### src/rtl/tgc_pkg.sv
package tgc_pkg;
  typedef enum logic [1:0] {
    SRC_PIN   = 2'b00,
    SRC_OVF   = 2'b01,
    SRC_MATCH = 2'b10,
    SRC_SPARE = 2'b11
  } gate_src_e;

  localparam int SEL_W = 2;
endpackage

### src/rtl/tgc_source.sv
module tgc_source
  import tgc_pkg::*;
#(
  parameter int SYNC_DEPTH = 2
) (
  input  logic             clk,
  input  logic             rst_n,
  input  logic             pin_async,
  input  logic             ovf_pulse,
  input  logic             match_pulse,
  input  logic             spare_in,
  input  logic [SEL_W-1:0] sel,
  input  logic             invert,
  output logic             pol_lvl,
  output logic             pol_rise
);
  localparam int LAST = SYNC_DEPTH - 1;

  logic [SYNC_DEPTH-1:0] sync_q;
  logic                  raw_lvl;
  logic                  pol_prev_q;

  // pin synchronizer chain
  genvar g;
  generate
    for (g = 0; g < SYNC_DEPTH; g++) begin : g_sync
      if (g == 0) begin : g_first
        always_ff @(posedge clk or negedge rst_n)
          if (!rst_n) sync_q[g] <= 1'b0;
          else        sync_q[g] <= pin_async;
      end else begin : g_next
        always_ff @(posedge clk or negedge rst_n)
          if (!rst_n) sync_q[g] <= 1'b0;
          else        sync_q[g] <= sync_q[g-1];
      end
    end
  endgenerate

  always_comb begin
    case (gate_src_e'(sel))
      SRC_PIN:   raw_lvl = sync_q[LAST];
      SRC_OVF:   raw_lvl = ovf_pulse;
      SRC_MATCH: raw_lvl = match_pulse;
      default:   raw_lvl = spare_in;
    endcase
  end

  assign pol_lvl = raw_lvl ^ invert;

  always_ff @(posedge clk or negedge rst_n)
    if (!rst_n) pol_prev_q <= 1'b0;
    else        pol_prev_q <= pol_lvl;

  assign pol_rise = pol_lvl & ~pol_prev_q;
endmodule

### src/rtl/tgc_toggle.sv
module tgc_toggle (
  input  logic clk,
  input  logic rst_n,
  input  logic enable,
  input  logic lvl_in,
  input  logic rise_in,
  output logic t_lvl,
  output logic t_rise,
  output logic t_fall
);
  logic tgl_q;
  logic t_prev_q;

  always_ff @(posedge clk or negedge rst_n)
    if (!rst_n)       tgl_q <= 1'b0;
    else if (!enable) tgl_q <= 1'b0;
    else if (rise_in) tgl_q <= ~tgl_q;

  assign t_lvl = enable ? tgl_q : lvl_in;

  always_ff @(posedge clk or negedge rst_n)
    if (!rst_n) t_prev_q <= 1'b0;
    else        t_prev_q <= t_lvl;

  assign t_rise = t_lvl & ~t_prev_q;
  assign t_fall = ~t_lvl & t_prev_q;
endmodule

### src/rtl/tgc_single.sv
module tgc_single (
  input  logic clk,
  input  logic rst_n,
  input  logic mode_en,
  input  logic go_set,
  input  logic t_lvl,
  input  logic t_rise,
  input  logic t_fall,
  output logic go_q,
  output logic window,
  output logic event_q
);
  logic open_q;
  logic finish;

  assign finish = open_q & t_fall;

  always_ff @(posedge clk or negedge rst_n) begin
    if (!rst_n) begin
      go_q    <= 1'b0;
      open_q  <= 1'b0;
      event_q <= 1'b0;
    end else begin
      event_q <= mode_en & finish;
      if (!mode_en) begin
        go_q   <= 1'b0;
        open_q <= 1'b0;
      end else if (finish) begin
        go_q   <= 1'b0;
        open_q <= 1'b0;
      end else begin
        if (go_q && t_rise) open_q <= 1'b1;
        if (go_set)         go_q   <= 1'b1;
      end
    end
  end

  assign window = t_lvl & (open_q | (go_q & t_rise));
endmodule

### src/rtl/tmr_gate_ctrl.sv
module tmr_gate_ctrl
  import tgc_pkg::*;
#(
  parameter int SYNC_DEPTH = 2
) (
  input  logic             clk,
  input  logic             rst_n,
  input  logic             gate_pin,
  input  logic             ovf8_pulse,
  input  logic             match_pulse,
  input  logic             spare_in,
  input  logic             gate_en,
  input  logic [SEL_W-1:0] src_sel,
  input  logic             invert,
  input  logic             toggle_en,
  input  logic             single_en,
  input  logic             go_set,
  output logic             go_done,
  output logic             gate_level,
  output logic             count_en,
  output logic             gate_event
);
  logic pol_lvl, pol_rise;
  logic t_lvl, t_rise, t_fall;
  logic window;

  tgc_source #(.SYNC_DEPTH(SYNC_DEPTH)) u_src (
    .clk(clk), .rst_n(rst_n), .pin_async(gate_pin), .ovf_pulse(ovf8_pulse),
    .match_pulse(match_pulse), .spare_in(spare_in), .sel(src_sel),
    .invert(invert), .pol_lvl(pol_lvl), .pol_rise(pol_rise)
  );

  tgc_toggle u_tgl (
    .clk(clk), .rst_n(rst_n), .enable(toggle_en), .lvl_in(pol_lvl),
    .rise_in(pol_rise), .t_lvl(t_lvl), .t_rise(t_rise), .t_fall(t_fall)
  );

  tgc_single u_sp (
    .clk(clk), .rst_n(rst_n), .mode_en(single_en), .go_set(go_set),
    .t_lvl(t_lvl), .t_rise(t_rise), .t_fall(t_fall),
    .go_q(go_done), .window(window), .event_q(gate_event)
  );

  assign gate_level = t_lvl;
  assign count_en   = ~gate_en | (single_en ? window : t_lvl);
endmodule

### config.mk
export PLATFORM = sky130hd
export DESIGN_NAME = tmr_gate_ctrl
export DESIGN_NICKNAME = d
export VERILOG_FILES = /design/src/rtl/tgc_pkg.sv /design/src/rtl/tgc_source.sv /design/src/rtl/tgc_toggle.sv /design/src/rtl/tgc_single.sv /design/src/rtl/tmr_gate_ctrl.sv
export SDC_FILE = /design/constraint.sdc
export NUM_CORES = 1
export LEC_CHECK = 0
export ABC_AREA = 1
export ABC_CLOCK_PERIOD_IN_PS = 4300
export BUFFER_PORTS_ARGS = -buffer_cell sky130_fd_sc_hd__buf_2
export CORE_AREA = 2 2 39 41
export DETAILED_ROUTE_END_ITERATION = 10
export DIE_AREA = 0 0 41 43
export PLACE_DENSITY_LB_ADDON = 0.1
export SKIP_LAST_GASP = 1
export SYNTH_ARGS = -nofsm -noshare
export SYNTH_HDL_FRONTEND = slang
export SYNTH_HIERARCHICAL = 1
export SYNTH_SLANG_ARGS = --single-unit
### constraint.sdc
create_clock -name clk -period 4.3 [get_ports clk]
set_clock_uncertainty 0.15 [all_clocks]
set_input_delay 0.645 -clock clk [delete_from_list [all_inputs] [get_ports clk]]
set_output_delay 0.645 -clock clk [all_outputs]
set_load 0.03 [all_outputs]
# ---- Word-level counts from Yosys, hierarchy flattened
# Index checks and enable logic that the tools add are counted.
dict set report classes {
  n_mux 11
  n_eq_ne 5
  n_reduce_logical 2
  bitwise 15
}
# cell count
set op_table {}
lappend op_table {{1-bit two-way mux} 10}
lappend op_table {{1-bit bitwise AND} 7}
lappend op_table {{3-bit by 1-bit inequality test with 1-bit output (second input constant)} 2}
lappend op_table {{1-bit inverter} 5}
lappend op_table {{1-bit one-hot mux with 3 select lines} 1}
lappend op_table {{2-bit by 1-bit equality test with 1-bit output (second input constant)} 1}
lappend op_table {{2-bit equality test (second input constant)} 1}
lappend op_table {{2-bit logical NOT} 1}
lappend op_table {{2-bit by 1-bit inequality test with 1-bit output (second input constant)} 1}
lappend op_table {{1-bit bitwise OR} 2}
lappend op_table {{1-bit logical AND} 1}
lappend op_table {{1-bit bitwise XOR} 1}
dict set report totals {
  out_inout_bits 4
  input_bits 13
  regBits 8
  wordCells 41
}

# ---- Logic depth before layout (Yosys ltp)
dict set report depth {
  word_depth 10
  ltp_mapped 15
  ltp_nobuf 15
}

# ---- Cells and area by module
# Netlist, hierarchy kept.
# module area_per_inst_um2 seq_area_each_um2 cells_each instances
set modules_own_cells {}
lappend modules_own_cells {tgc_source 152.6 75.1 18 1}
lappend modules_own_cells {tgc_toggle 120.1 50.0 18 1}
lappend modules_own_cells {tgc_single 118.9 75.1 13 1}
lappend modules_own_cells {tmr_gate_ctrl 23.8 0.0 4 1}

# ---- Worst setup path after synthesis
# Ideal clock, no wire load.
dict set report synth_timing {
  kind {input port to output port}
  from {input port src_sel[0]}
  to {output port count_en}
  t_arrival_ns 1.633
  stages 13
  required_ns 3.505
  path_buffers 0
  path_slack_ns 1.872
  path_cell_list {inv_2 -> nand2_1 -> nand3_2 -> nand2_1 -> nand2_1 -> nand2_2 -> inv_1 -> nand2_2 -> nand2_2 -> inv_1 -> nor2_1 -> nand2_1 -> nand3_2}
}
dict set report synth_via {
  elab_chain_len 10
  word_cells_on_any_way 12
  cone_classes {2 x eq/ne; 3 x mux; 6 x bitwise; 1 x reduce/logical}
}
# item line
set synth_rtl {}
lappend synth_rtl {{from (decl)} tmr_gate_ctrl.sv:13} ;# input logic [SEL_W-1:0] src_sel,
lappend synth_rtl {{2-bit equality test, or another cell as far along} tgc_source.sv:40} ;# case (gate_src_e'(sel))
lappend synth_rtl {{1-bit one-hot mux with 3 select lines *} tgc_source.sv:40}
lappend synth_rtl {{1-bit bitwise XOR *} tgc_source.sv:48} ;# assign pol_lvl = raw_lvl ^ invert;
lappend synth_rtl {{net pol_lvl} tmr_gate_ctrl.sv:23} ;# logic pol_lvl, pol_rise;
lappend synth_rtl {{1-bit two-way mux *} tgc_toggle.sv:19} ;# assign t_lvl = enable ? tgl_q : lvl_in;
lappend synth_rtl {{net gate_level} tmr_gate_ctrl.sv:19} ;# output logic gate_level,
lappend synth_rtl {{1-bit bitwise AND} tgc_toggle.sv:25} ;# assign t_rise = t_lvl & ~t_prev_q;
lappend synth_rtl {{1-bit bitwise AND} tgc_single.sv:38} ;# assign window = t_lvl & (open_q | (go_q & t_rise));
lappend synth_rtl {{1-bit bitwise OR} tgc_single.sv:38}
lappend synth_rtl {{1-bit bitwise AND *} tgc_single.sv:38}
lappend synth_rtl {{net window} tmr_gate_ctrl.sv:25} ;# logic window;
lappend synth_rtl {{1-bit two-way mux *} tmr_gate_ctrl.sv:45} ;# assign count_en = ~gate_en | (single_en ? window : t_lvl);
lappend synth_rtl {{1-bit bitwise OR *} tmr_gate_ctrl.sv:45}
lappend synth_rtl {{to (decl)} tmr_gate_ctrl.sv:20} ;# output logic count_en,
# Mark *: on every way through the listed nets, which the timed path passes. The rest lies on a longest branch.

# ---- Worst setup path after layout
dict set report layout_timing {
  from {input port src_sel[0]}
  to {output port count_en}
}
dict set report layout_via {
  elab_chain_len 10
  word_cells_on_any_way 12
  cone_classes {2 x eq/ne; 3 x mux; 6 x bitwise; 1 x reduce/logical}
}
# item line
set layout_rtl {}
lappend layout_rtl {{2-bit equality test, or another cell as far along} tgc_source.sv:40}
lappend layout_rtl {{1-bit one-hot mux with 3 select lines *} tgc_source.sv:40}
lappend layout_rtl {{1-bit bitwise XOR *} tgc_source.sv:48}
lappend layout_rtl {{net pol_lvl} tmr_gate_ctrl.sv:23}
lappend layout_rtl {{1-bit two-way mux *} tgc_toggle.sv:19}
lappend layout_rtl {{1-bit bitwise AND *} tgc_toggle.sv:25}
lappend layout_rtl {{net t_rise} tmr_gate_ctrl.sv:24} ;# logic t_lvl, t_rise, t_fall;
lappend layout_rtl {{1-bit bitwise AND *} tgc_single.sv:38}
lappend layout_rtl {{1-bit bitwise OR *} tgc_single.sv:38}
lappend layout_rtl {{1-bit bitwise AND *} tgc_single.sv:38}
lappend layout_rtl {{net window} tmr_gate_ctrl.sv:25}
lappend layout_rtl {{1-bit two-way mux *} tmr_gate_ctrl.sv:45}
lappend layout_rtl {{1-bit bitwise OR *} tmr_gate_ctrl.sv:45}
# Marked as above.

==> flow_results.org <==
** Clocking
- Clock sinks :: 8
- Clock Root Buffer :: sky130_fd_sc_hd__clkbuf_4
- TritonCTS built the clock tree.
- CTS HTree Levels :: 1
- Post-CTS repair changed the size of 0 cells.
- After clock tree synthesis, the setup repair step added 0 buffers.
- Number of buffers added to fix hold violations after cts :: 0
- Clock buffers created by TritonCTS :: 3
- Later-pin clock latency in the skew report :: 0.25 ns
- Max clock buf depth :: 2
- Clock-pin slew reported for the worst setup and hold paths after clock tree synthesis :: 0.05 ns

** Detailed routing
- Number of nets with antenna violations after detailed routing :: 0
- For this run, design rule violations remaining after detail routing come to 0.
- For this block, the initial DRC count from the detailed router was 1.
- For this run, the detailed router's first-pass iteration total came to 4.
- Routed vias :: 372
- Using the TritonRoute via totals, the vias-per-cell ratio works out to 4.23.
- For this block, the routed nets add up to 714 µm of wire.
- Dividing the detail-routed wire length by the instance count gives 8.11 µm.

** Synthesis
- Sorting the synthesized cells by how often they occur yields 12 x sky130_fd_sc_hd__nand2_1, 9 x sky130_fd_sc_hd__inv_1, 8 x sky130_fd_sc_hd__dfrtp_1, 7 x sky130_fd_sc_hd__nand2_2, 7 x sky130_fd_sc_hd__nor2_1.
- By area, the combinational part of the netlist is dominated by simple AND/OR/NAND/NOR gates.
- Yosys attributes the largest share of cell area to sky130_fd_sc_hd__dfrtp_1 48%, sky130_fd_sc_hd__nand2_1 11%, sky130_fd_sc_hd__nand2_2 11%.
- Yosys mapped the design onto 10 distinct sky130hd cell types.
- The portion of synthesized area spent on multiplexers is 0%.
- The Yosys step of the flow raised 6 warnings.
- After Yosys synthesis, XOR and XNOR cells account for 0% of the synthesized area.
- Post-synthesis compound-gate area fraction :: 1.20%
- Synthesis produced 53 cells.
- In this run the biggest area consumer among cell types represents 48.2% of the synthesized area.
- Post-synthesis average cell area :: 7.84 µm²
- Simple logic cell fraction of the synthesized area :: 40.7%
- Share of the yosys chip area belonging to registers :: 48.2%
- Seq cells post-synth :: 8
- Summing the areas of all fa, ha and maj instances in the mapped netlist gives 0% of the synthesized area.
- Synthesized area :: 415 µm²
- Most common cell in the netlist :: sky130_fd_sc_hd__nand2_1
- Counting flops with an async set or reset pin after synthesis yields a share of 100%.
- When the netlist entered floorplanning its net count stood at 66.
- In the synthesized netlist the dominant register cell turns out to be sky130_fd_sc_hd__dfrtp_1.
- Dominant cell type by area after synthesis :: sky130_fd_sc_hd__dfrtp_1
- Number of synthesized flops with an enable pin :: 0

** Die
- Pin placement for this block handled 17 I/O pins.
- In this run the vertical extent of the chip is 43 µm.
- Initial standard-cell utilization of the core :: 30.0%
- Floorplan core area :: 0.00138 mm²
- Die area :: 0.00176 mm²
- Number of standard-cell rows in the floorplan :: 14
- In this run the horizontal extent of the chip is 41 µm.

** GRT
- Summed over all layers, the global routing overflow is 0.
- The via count of the first global-routing pass was 329.
- Total routing resource utilization after global routing :: 10.9%
- Entering global routing, the biggest net connects 9 pins.
- The first global-routing pass estimated 1220 µm of wire.
- The initial antenna violation count was 0.

** Power
- Power spread over the standard cell area amounts to 334 mW/mm².
- In this run the static leakage power is 0.316 nW.
- The completed layout was analyzed and its total power is 0.179 mW.
- The worst-case IR drop observed on VDD is 0.165 mV.

** Timing
- Share of the clock period used by the worst path :: 62.7%
- Worst relative slew slack :: 87.9%
- Count of final setup violators :: 0
- Final Critical Period :: 2.70 ns
- Upper clock frequency limit :: 371 MHz
- Final hold violation count :: 0
- The count of pins over their slew limit came to 0.
- Total negative setup slack :: 0 ns
- Setup repair after global routing missed its margin :: no
- For the pin with the worst max-slew slack, the measured transition is 0.182 ns.

** Job
- The tool flagged a number of max-cap violations equal to 0.

** Setup path
- The worst setup path is of the primary input to output pin kind.
- For the worst setup path, the data required time is 3.50 ns.
- Largest fanout on the critical path :: 3
- Element type at the critical path end :: output pin
- Data arrival time of the worst path :: 1.90 ns
- The worst setup path is launched from a primary input.

** Min path
- Hold/Removal Path Class :: primary input to asynchronous set/reset pin

** Placement
- Port-buffer cells :: 16
- Including well taps, the total number of placed cells is 85.
- Post-DP HPWL :: 583 µm
- Final estimated routing congestion in global placement :: 0.640

** Layout
- Of the cells placed in the final design, the portion with a size suffix greater than 1 is 47.2%.
- For this run, the number of standard cells in the final layout without fillers is 88.
- In the final design database the tool counted 87 nets.
- Area Overhead vs Synth :: 29.5%
- The number of antenna diodes in the final layout is 0.
- Filler cell count :: 160

** Status
- The flow ran to the end, and the final reports show no timing, DRC or antenna violations.
[metal layers]
metal	part of all wire, %	global-route usage (%)	vias up
met5	0	0	-
met4	4.1	12.0	0
met3	5.0	1.57	4
met2	52	16.3	9
met1	39	11.4	166
li1	-	-	193
[stage by stage]
step           hold WS, ns  setup slack [ns]  util (%)  instance area (µm²)
6_report            0.0776              1.60      38.9                  538
5_1_grt             0.0751              1.46      38.9                  538
4_1_cts             0.0748              1.58      38.9                  538
3_5_place_dp         0.193              1.59      37.3                  515
3_3_place_gp         0.183              1.61      37.3                  515
2_1_floorplan        0.181              1.87         -                  415
[where the power goes]
| part | internal, mW | switching, mW | leakage [nW] |
|---|---|---|---|
| Sequential | 0.0812 | 0.00376 | 0.100 |
| Combinational | 0.0149 | 0.0249 | 0.202 |
| Clock | 0.0318 | 0.0231 | 0.0138 |
[worst max-delay path, stage by stage]
cell,delay (ns)
sky130_fd_sc_hd__buf_2,0.12
sky130_fd_sc_hd__inv_2,0.05
sky130_fd_sc_hd__nand2_1,0.05
sky130_fd_sc_hd__nand3_2,0.06
sky130_fd_sc_hd__nand2_1,0.05
sky130_fd_sc_hd__nand2_1,0.06
sky130_fd_sc_hd__nand2_2,0.05
sky130_fd_sc_hd__inv_1,0.10
sky130_fd_sc_hd__inv_1,0.05
sky130_fd_sc_hd__nand2_1,0.05
sky130_fd_sc_hd__nand2_1,0.05
sky130_fd_sc_hd__nor2_2,0.07
sky130_fd_sc_hd__a21oi_1,0.08
sky130_fd_sc_hd__nor2_1,0.10
sky130_fd_sc_hd__nand2_1,0.07
sky130_fd_sc_hd__nand3_2,0.06
sky130_fd_sc_hd__buf_2,0.18
[cell type report]
type / instances / area, µm² / area share (%)
clock buffer: 3 / 22.5 / 4.19
inverter: 11 / 41.3 / 7.67
multi-input combinational: 34 / 174 / 32.3
sequential: 8 / 200 / 37.2
tap: 16 / 20.0 / 3.72
timing repair buffer: 16 / 80.1 / 14.9
[path summary, 6_finish.rpt]
check                                               start                    endpoint  slack [ns]  cells past startpoint
max in group asynchronous                           rst_n  u_src/pol_prev_q$_DFF_PN0_        3.76                      1
min in group clk                u_src/sync_q[0]$_DFF_PN0_   u_src/sync_q[1]$_DFF_PN0_        0.20                      0
worst max register to register  u_src/sync_q[1]$_DFF_PN0_     u_sp/open_q$_DFFE_PN0P_        2.87                     12
worst min register to register  u_src/sync_q[0]$_DFF_PN0_   u_src/sync_q[1]$_DFF_PN0_        0.20                      0
worst max-delay path                           src_sel[0]                    count_en        1.60                     17
worst min-delay path                                rst_n   u_src/sync_q[0]$_DFF_PN0_        0.08                      1
[layout by cell type (no fill, tap or decap)]
cell	instances
sky130_fd_sc_hd__nand2_1	12
sky130_fd_sc_hd__nor2_1	7
sky130_fd_sc_hd__buf_2	16
sky130_fd_sc_hd__nand3_1	1
sky130_fd_sc_hd__nor2_2	3
sky130_fd_sc_hd__clkbuf_4	3
sky130_fd_sc_hd__inv_1	9
sky130_fd_sc_hd__inv_2	2
sky130_fd_sc_hd__nand3_2	3
sky130_fd_sc_hd__a21oi_1	1
sky130_fd_sc_hd__nand2_2	7
sky130_fd_sc_hd__dfrtp_1	8
[state kept, by name, indices dropped and copies added, names as in the netlist]
name and cells:
u_sp/event_q 1, u_src/pol_prev_q 1, u_tgl/t_prev_q 1, u_tgl/tgl_q 1, u_sp/go_q 1, u_src/sync_q 2, u_sp/open_q 1
[kinds of logic (layout without fill, tap and decap cells)]
logic type      count (synthesis)  after routing
buf+inv                        11             30
flops                           8              8
compound gates                  1              1
simple gates                   33             33
Power figures use the tool's default switching activity.
